<file path="src/rtl/hwq_pkg.sv">
package hwq_pkg;
    typedef enum logic [1:0] {
        XFER_NONE = 2'd0,
        XFER_ONE  = 2'd1,
        XFER_TWO  = 2'd2
    } xfer_e;
endpackage

</file>
<file path="src/rtl/hwq_req_merge.sv">
module hwq_req_merge
    import hwq_pkg::*;
#(
    parameter int DW = 8
) (
    input  logic            host_wr_en,
    input  logic            host_wr_pair,
    input  logic [2*DW-1:0] host_wr_data,
    input  logic            host_rd_en,
    input  logic            host_rd_pair,
    input  logic            bus_push,
    input  logic [DW-1:0]   bus_push_data,
    input  logic            bus_pop,
    output xfer_e           push_n,
    output logic [DW-1:0]   push_b0,
    output logic [DW-1:0]   push_b1,
    output xfer_e           pop_n
);
    // Host has priority over the bus on each side independently
    always_comb begin
        push_n  = XFER_NONE;
        push_b0 = '0;
        push_b1 = '0;
        if (host_wr_en) begin
            if (host_wr_pair) begin
                push_n  = XFER_TWO;
                push_b0 = host_wr_data[2*DW-1:DW];
                push_b1 = host_wr_data[DW-1:0];
            end else begin
                push_n  = XFER_ONE;
                push_b0 = host_wr_data[DW-1:0];
            end
        end else if (bus_push) begin
            push_n  = XFER_ONE;
            push_b0 = bus_push_data;
        end
    end

    always_comb begin
        pop_n = XFER_NONE;
        if (host_rd_en)   pop_n = host_rd_pair ? XFER_TWO : XFER_ONE;
        else if (bus_pop) pop_n = XFER_ONE;
    end
endmodule

</file>
<file path="src/rtl/hwq_core.sv">
module hwq_core
    import hwq_pkg::*;
#(
    parameter int DW    = 8,
    parameter int DEPTH = 4,
    localparam int CNT_W = $clog2(DEPTH + 1),
    localparam int IDX_W = $clog2(DEPTH)
) (
    input  logic                      clk,
    input  logic                      rst_n,
    input  logic                      flush,
    input  xfer_e                     push_n,
    input  logic [DW-1:0]             push_b0,
    input  logic [DW-1:0]             push_b1,
    input  xfer_e                     pop_n,
    output logic [DEPTH-1:0][DW-1:0]  stage_o,
    output logic [CNT_W-1:0]          count_o
);
    typedef struct packed {
        logic [DEPTH-1:0][DW-1:0] st;
        logic [CNT_W-1:0]         cnt;
    } state_t;

    state_t state_d, state_q;

    always_comb begin
        int cnt_i;
        int pop_i;
        int base_i;
        int acc_i;
        state_d = state_q;
        cnt_i   = int'(state_q.cnt);
        pop_i   = (int'(pop_n) > cnt_i) ? cnt_i : int'(pop_n);
        base_i  = cnt_i - pop_i;
        acc_i   = DEPTH - base_i;
        if (int'(push_n) < acc_i) acc_i = int'(push_n);
        for (int i = 0; i < DEPTH; i++) begin
            if (i + pop_i < cnt_i)
                state_d.st[i] = state_q.st[IDX_W'(i + pop_i)];
            if (i >= base_i && i < base_i + acc_i)
                state_d.st[i] = (i == base_i) ? push_b0 : push_b1;
        end
        state_d.cnt = CNT_W'(base_i + acc_i);
        if (flush) state_d.cnt = '0;
    end

    always_ff @(posedge clk) begin
        if (!rst_n) state_q <= '0;
        else        state_q <= state_d;
    end

    assign stage_o = state_q.st;
    assign count_o = state_q.cnt;


    count_bound_chk: assert property (@(posedge clk) disable iff (!rst_n)
        int'(state_q.cnt) <= DEPTH);


    flush_empty_chk: assert property (@(posedge clk) disable iff (!rst_n)
        flush |=> state_q.cnt == '0);


    empty_read_chk: assert property (@(posedge clk) disable iff (!rst_n)
        (!flush && state_q.cnt == '0 && pop_n != XFER_NONE && push_n == XFER_NONE)
        |=> (state_q.cnt == '0 && $stable(state_q.st)));


    full_drop_chk: assert property (@(posedge clk) disable iff (!rst_n)
        (!flush && int'(state_q.cnt) == DEPTH && pop_n == XFER_NONE && push_n != XFER_NONE)
        |=> (int'(state_q.cnt) == DEPTH && $stable(state_q.st)));


    balanced_chk: assert property (@(posedge clk) disable iff (!rst_n)
        (!flush && push_n == XFER_ONE && pop_n == XFER_ONE && state_q.cnt != '0)
        |=> $stable(state_q.cnt));


    shift_down_chk: assert property (@(posedge clk) disable iff (!rst_n)
        (!flush && push_n == XFER_NONE && pop_n == XFER_ONE && int'(state_q.cnt) >= 2)
        |=> state_q.st[0] == $past(state_q.st[1]));
endmodule

</file>
<file path="src/rtl/hw_byte_queue.sv">
module hw_byte_queue
    import hwq_pkg::*;
#(
    parameter int DW    = 8,
    parameter int DEPTH = 4,
    localparam int CNT_W = $clog2(DEPTH + 1)
) (
    input  logic            clk,
    input  logic            rst_n,
    input  logic            flush,
    input  logic            host_wr_en,
    input  logic            host_wr_pair,
    input  logic [2*DW-1:0] host_wr_data,
    input  logic            host_rd_en,
    input  logic            host_rd_pair,
    output logic [2*DW-1:0] host_rd_data,
    input  logic            bus_push,
    input  logic [DW-1:0]   bus_push_data,
    input  logic            bus_pop,
    output logic [DW-1:0]   bus_head,
    output logic [CNT_W-1:0] count,
    output logic            empty,
    output logic            full
);
    xfer_e                    push_n, pop_n;
    logic [DW-1:0]            push_b0, push_b1;
    logic [DEPTH-1:0][DW-1:0] stage;

    hwq_req_merge #(.DW(DW)) u_merge (
        .host_wr_en    (host_wr_en),
        .host_wr_pair  (host_wr_pair),
        .host_wr_data  (host_wr_data),
        .host_rd_en    (host_rd_en),
        .host_rd_pair  (host_rd_pair),
        .bus_push      (bus_push),
        .bus_push_data (bus_push_data),
        .bus_pop       (bus_pop),
        .push_n        (push_n),
        .push_b0       (push_b0),
        .push_b1       (push_b1),
        .pop_n         (pop_n)
    );

    hwq_core #(.DW(DW), .DEPTH(DEPTH)) u_core (
        .clk     (clk),
        .rst_n   (rst_n),
        .flush   (flush),
        .push_n  (push_n),
        .push_b0 (push_b0),
        .push_b1 (push_b1),
        .pop_n   (pop_n),
        .stage_o (stage),
        .count_o (count)
    );

    assign host_rd_data = {stage[0], stage[1]};
    assign bus_head     = stage[0];
    assign empty        = (count == '0);
    assign full         = (int'(count) == DEPTH);
endmodule

</file>
<file path="config.mk">
export PLATFORM = sky130hd
export DESIGN_NAME = hw_byte_queue
export DESIGN_NICKNAME = d
export VERILOG_FILES = /design/src/rtl/hwq_pkg.sv /design/src/rtl/hwq_req_merge.sv /design/src/rtl/hwq_core.sv /design/src/rtl/hw_byte_queue.sv
export SDC_FILE = /design/constraint.sdc
export NUM_CORES = 1
export LEC_CHECK = 0
export CAP_MARGIN = 5
export CORE_MARGIN = 10
export CORE_UTILIZATION = 59
export DETAILED_ROUTE_END_ITERATION = 10
export HOLD_SLACK_MARGIN = 0.02
export PLACE_DENSITY = 0.85
export SKIP_CTS_REPAIR_TIMING = 1
export SLEW_MARGIN = 10
export SYNTH_ARGS = -nofsm -noshare
export SYNTH_HDL_FRONTEND = slang
export SYNTH_HIERARCHICAL = 1
export SYNTH_SLANG_ARGS = --single-unit
</file>
<file path="constraint.sdc">
create_clock -name clk -period 26.9 [get_ports clk]
set_input_delay 8.07 -clock clk [delete_from_list [all_inputs] [get_ports clk]]
set_output_delay 8.07 -clock clk [all_outputs]
set_load 0.005 [all_outputs]
</file>
# [Yosys cells after proc, flatten, opt, wreduce, memory -nomap -nowiden]
# Cells that the tools add are included.
[op_classes] mux=37 order_cmp=18 reduce_logical=11 n_eq_ne=4 bitwise=1 n_addsub=6
[op_table] cell="$mux 8" count=25
[op_table] cell="$lt 32x4->1" count=4
[op_table] cell="$add 3x32->32 const A" count=2
[op_table] cell="$bmux 8 s2" count=4
[op_table] cell="$eq 3x32->1 const A" count=2
[op_table] cell="$ge 3x32->1 const A" count=2
[op_table] cell="$lt 3x32->1 const A" count=2
[op_table] cell="$add 2x32->32 const A" count=1
[op_table] cell="$add 32x32->32" count=1
[op_table] cell="$eq 2x32->1 const A" count=1
[op_table] cell="$ge 1x32->1 const A" count=1
[op_table] cell="$ge 2x32->1 const A" count=1
[op_table] cell="$logic_not 32->1" count=1
[op_table] cell="$lt 1x32->1 const A" count=1
[op_table] cell="$lt 2x32->1 const A" count=1
[op_table] cell="$lt 3x32->1" count=1
[op_table] cell="$mux 32" count=1
[op_table] cell="$sub 4x32->32" count=1
[op_table] cell="$sub 4x32->32 const A" count=1
[op_table] cell="$lt 2x4->1 const B" count=4
[op_table] cell="$mux 2" count=4
[op_table] cell="$reduce_bool 2->1" count=4
[op_table] cell="$logic_and 1x1->1" count=4
[op_table] cell="$eq 3x3->1 const B" count=1
[op_table] cell="6 further kinds" count=7
[totals] out_inout_bits=29 regBits=35 input_bits=33

# [Longest topological paths before layout]
[depth] ltp_word=12 ltp_mapped=38 mapped_depth_nobuf=34

# [By module]
# Netlist, hierarchy kept.
[modules_own_cells] mod="hwq_core" seq_area_each_um2=700.7 cells_per_inst=442 area_each_um2=3976.3 instances=1
[modules_own_cells] mod="hwq_req_merge" seq_area_each_um2=0.0 cells_per_inst=36 area_each_um2=316.6 instances=1
[modules_own_cells] mod="hw_byte_queue" seq_area_each_um2=0.0 cells_per_inst=10 area_each_um2=82.6 instances=1

# [Least setup slack after synthesis]
# Ideal clock, no wire load.
[synth_path] path_kind="input to register" from="input port host_rd_en" to="register u_core.state_q (netlist bit u_core/stage_o[7])" setup_ps=140 slack_ps=11614 arrival_time_ps=15146 path_stages=35 n_path_buf=3 cell_sequence="mux2i_1 -> inv_1 -> ha_1 -> a21oi_4 -> o21ai_4 -> mux2i_4 -> buf_4 -> buf_6 -> ha_1 -> inv_1 -> o31ai_1 -> mux2i_4 -> inv_2 -> xnor2_1 -> and3_1 -> o22ai_1 -> ha_1 -> o21ai_0 -> ha_1 -> a21o_1 -> a21o_1 -> a21oi_1 -> nor2_1 -> nor2_1 -> fa_1 -> inv_1 -> fa_1 -> nor4bb_1 -> nand4_1 -> nor4_1 -> nand2_2 -> o31a_2 -> buf_6 -> a211oi_1 -> a221oi_1"
[synth_via] elab_chain_len=11 elab_cells_between_ends=20 cone_classes="add/sub: 3; order compare: 5; mux: 9; reduce/logical: 3"
[synth_rtl] item="start: declaration" line_no="hw_byte_queue.sv:14" rtl="input logic host_rd_en,"
[synth_rtl] item="$mux 2 *" line_no="hwq_req_merge.sv:41" rtl="if (host_rd_en) pop_n = host_rd_pair ? XFER_TWO : XFER_ONE;"
[synth_rtl] item="$gt 2x3->1" line_no="hwq_core.sv:33" rtl="pop_i = (int'(pop_n) > cnt_i) ? cnt_i : int'(pop_n);"
[synth_rtl] item="$mux 3 *" line_no="hwq_core.sv:33"
[synth_rtl] item="$sub 4x32->32" line_no="hwq_core.sv:34" rtl="base_i = cnt_i - pop_i;"
[synth_rtl] item="$sub 4x32->32" line_no="hwq_core.sv:35" rtl="acc_i = DEPTH - base_i;"
[synth_rtl] item="$lt 3x32->1" line_no="hwq_core.sv:36" rtl="if (int'(push_n) < acc_i) acc_i = int'(push_n);"
[synth_rtl] item="$mux 32" line_no="hwq_core.sv:36"
[synth_rtl] item="$add 32x32->32" line_no="hwq_core.sv:40" rtl="if (i >= base_i && i < base_i + acc_i)"
[synth_rtl] item="$lt 1x32->1" line_no="hwq_core.sv:40"
[synth_rtl] item="$logic_and 1x1->1" line_no="hwq_core.sv:40"
[synth_rtl] item="$mux 8 / $reduce_bool 2->1 (equally long branches)"
[synth_rtl] item="end signal: assignment" line_no="hwq_core.sv:49" rtl="else state_q <= state_d;"
[synth_rtl] item="end: declaration" line_no="hwq_core.sv:24" rtl="state_t state_d, state_q;"
# Every way passes the cells marked *; elsewhere a longest branch is shown, timed or not. The select of a mux whose other input is x is not followed.
# A chain may end at the register's enable or synchronous reset.

# [Final worst setup path]
[layout_path] from="input port host_rd_en" to="register u_core.state_q (netlist bit u_core/stage_o[21])"
[layout_via] elab_chain_len=11 elab_cells_between_ends=21 cone_classes="add/sub: 4; order compare: 5; eq/ne: 1; mux: 9; reduce/logical: 2"
[layout_rtl] item="$mux 2 *" line_no="hwq_req_merge.sv:41"
[layout_rtl] item="via pop_n[1]" line_no="hw_byte_queue.sv:25" rtl="xfer_e push_n, pop_n;"
[layout_rtl] item="$gt 2x3->1" line_no="hwq_core.sv:33"
[layout_rtl] item="$mux 3 *" line_no="hwq_core.sv:33"
[layout_rtl] item="$sub 4x32->32" line_no="hwq_core.sv:34"
[layout_rtl] item="$sub 4x32->32" line_no="hwq_core.sv:35"
[layout_rtl] item="$lt 3x32->1" line_no="hwq_core.sv:36"
[layout_rtl] item="$mux 32" line_no="hwq_core.sv:36"
[layout_rtl] item="$add 32x32->32" line_no="hwq_core.sv:40"
[layout_rtl] item="$lt 3x32->1" line_no="hwq_core.sv:40"
[layout_rtl] item="$logic_and 1x1->1" line_no="hwq_core.sv:40"
[layout_rtl] item="$mux 8 / $reduce_bool 2->1 (equally long branches)"
# Mark *: on every way through the listed nets, which the timed path passes. The rest lies on a longest branch. The select of a mux whose other input is x is not followed.

==> impl_metrics.py <==
metrics = {
    "clock_tree": {
        "cts-root-buf": "clkbuf_8",
        "clock_path_buffers": 2,
        "cts_max_level": 2,
        "cts_tree": "yes",
        "clock-sinks": 35,
        "path_clk_slew_ps": 70,
        "clk_latency_ps": 290,
        "cts_made_buffers": 5,
    },
    "sta": {
        "timing.hold.ws_ps": 512,
        "finalHoldViolations": 0,
        "fin_crit_ps": 16710,
        "finalCritPeriodShare": 0.621,
        "maxSlewViolCount": 0,
        "clock_skew_ps": 8.16,
        "fin_tns_setup_ps": 0,
        "fmax_mhz": 59.8,
        "grt_setup_unrepaired": "false",
        "slew_headroom": 0.182,
        "setup-violations-final": 0,
        "worst_pin_slew_ps": 1220,
    },
    "synthesis": {
        "synth_area_leader_cell": "dfxtp_1",
        "yosysWarnings": 6,
        "synth-simple-area-share": 0.146,
        "ys.flop_type": "dfxtp_1",
        "synth_top_family_by_area": "compound AO/OA/AOI/OAI gates",
        "ys_ff_latch": 35,
        "synth.avg_cell_area_um2": 8.97,
        "synth-compound-area-share": 0.242,
        "synth_edf_count": 0,
        "synthTopCellsByArea": "dfxtp_1, mux2i_1, fa_1, ha_1, mux2_4",
        "post_synth_mux_area_share": 0.192,
        "synthCells": 488,
        "synthAdderAreaFrac": 0.163,
        "synth_most_common_cell": "nand2_1",
        "netlist.area_leader.share": 0.160,
        "ys_types": 70,
        "yosys.area_share.xor_xnor": 0.0100,
        "seq_area_frac_synth": 0.160,
        "async_reset_ff_frac": 0,
        "synth_commonest_cells": "nand2_1, mux2i_1, dfxtp_1, nor2_1, inv_1",
        "synth.cell_area_um2": 4380,
    },
    "power_and_ir_drop": {
        "p_leak_nw": 2.10,
        "p_per_area_nw_per_um2": 142,
        "vdd.ir_drop.worst_v": 0.0000986,
    },
    "global_route": {
        "overflow": 0,
        "grt_max_degree": 30,
        "antenna_found_initial": 0,
        "grt_use_total": 0.203,
        "grt_pass1_wl_um": 19300,
        "first_global_vias": 3829,
    },
    "floorplan": {
        "io_pins": 62,
        "die_y_um": 106,
        "core_um2": 7210,
        "initial_core_util": 0.606,
        "dieArea_um2": 11300,
        "die_w_um": 106,
        "num_rows": 31,
    },
    "detailed_routing": {
        "drc": 0,
        "ant_nets": 0,
        "wl_um": 11800,
        "drt_first_pass_iters": 6,
        "vias_per_cell": 6.38,
        "num_vias": 3939,
        "drtIter0Drc": 451,
        "wl_per_cell_um": 19.1,
    },
    "critical_path": {
        "start_kind": "primary input",
        "cpMaxStageDelayCell": "mux2i_4",
        "crit_path_end_kind": "flip-flop",
        "critPathKind": "primary input to flip-flop",
        "cpMostUsedCell": "ha_1",
        "arrival_ps": 16910,
        "reg2regPathDepth": 31,
        "worstPathRequired_ps": 27100,
        "slowest_delay_ps": 900,
        "crit_fanout": 24,
    },
    "layout": {
        "diodes": 0,
        "num-nets-final": 595,
        "drive_gt1_frac": 0.0907,
        "n_fill_cell": 607,
        "area_delta_synth_final_pct": 12.8,
    },
    "job": {
        "drv_cap": 0,
    },
    "placed_design": {
        "globalplace.congestion": 0.927,
        "port_buffers": 61,
        "hpwl_um": 8710,
    },
    "min_path": {
        "hold_path_depth": 2,
        "min-delay-path-class": "flip-flop to flip-flop",
    },
    "run_status": {
        "outcome": "completed",
    },
}
## path summary, 6_finish.rpt
check / from / slack [ps] / endpoint
hold reg to reg: u_core/stage_o[16] / 510 / u_core/stage_o[16]
hold / removal: u_core/stage_o[16] / 510 / u_core/stage_o[16]
setup / recovery: host_rd_en / 10190 / u_core/stage_o[21]
setup reg to reg: u_core/count_o[1] / 17870 / u_core/stage_o[21]
## cells in the final DEF, fill, tap and decap left out, types with 3 or more instances in the layout
cell type        count
a211o_1              9
nand2_1             46
conb_1               3
clkbuf_8             5
mux2_1               3
o21ai_1             15
nor3b_1              5
a22o_1              15
mux2_2               5
a221oi_1            21
mux2i_1             44
fa_1                20
and3_1              18
o21ai_0              5
a21oi_1             10
ha_1                25
inv_1               26
dfxtp_1             35
nand2b_1             3
clkdlybuf4s50_1     61
a21o_1               6
a31oi_1              9
and2_1               3
mux2_4              16
a211oi_1            22
a21boi_0             3
nor2_1              27
xnor2_1              4
## area by class of cell
cell class,instances,area [µm²],share of cell area
Tap cell,99,124,0.0251
Multi-Input combinational cell,384,3300,0.669
Inverter,29,109,0.0221
Clock buffer,7,76.3,0.0155
Clock inverter,1,5.00,0.00101
Timing Repair Buffer,62,618,0.125
Sequential cell,35,701,0.142
## routing by layer
metal	part of all wire	global-route usage	up-vias
met1	0.44	0.280	1849
li1	-	-	1842
met5	0	0	-
met4	0.015	0.0571	0
met2	0.44	0.299	228
met3	0.11	0.0586	20
## per-stage QoR
step                      cells  power [mW]   util  setup WS, ps  instance area [µm²]
after floorplan             489       0.538      -         11610                 4380
after global placement      609       0.632  0.673         10360                 4850
after detailed placement    609       0.651  0.673          9980                 4850
after CTS                   617       0.692  0.684         10240                 4940
after global routing        617       0.763  0.684          9480                 4940
final                       617       0.701  0.684         10190                 4940
## flip-flops by register name (all words and copies together), names as in the netlist
name,count
u_core/count_o,3
u_core/stage_o,32
## power breakdown
group	switching (mW)	internal, mW
Combinational	0.336	0.236
Clock	0.0187	0.0182
Sequential	0.0214	0.0704
## worst max-delay path, delay by kind of cell
| family | cells | cell delay, ps |
|---|---|---|
| simple gates | 9 | 1800 |
| xor+xnor | 1 | 160 |
| fa+ha+maj | 6 | 1950 |
| compound gates | 10 | 2670 |
| mux | 2 | 1240 |
| buf+inv | 4 | 1010 |
## kinds of logic after synthesis
logic type,Yosys count
buffers and inverters,70
AO/OA/AOI/OAI,135
flip-flops,35
other,2
adder cells (fa/ha/maj),45
XOR/XNOR,5
AND/OR/NAND/NOR,125
multiplexers,71
Note: power is estimated with default switching activity, not from simulation.
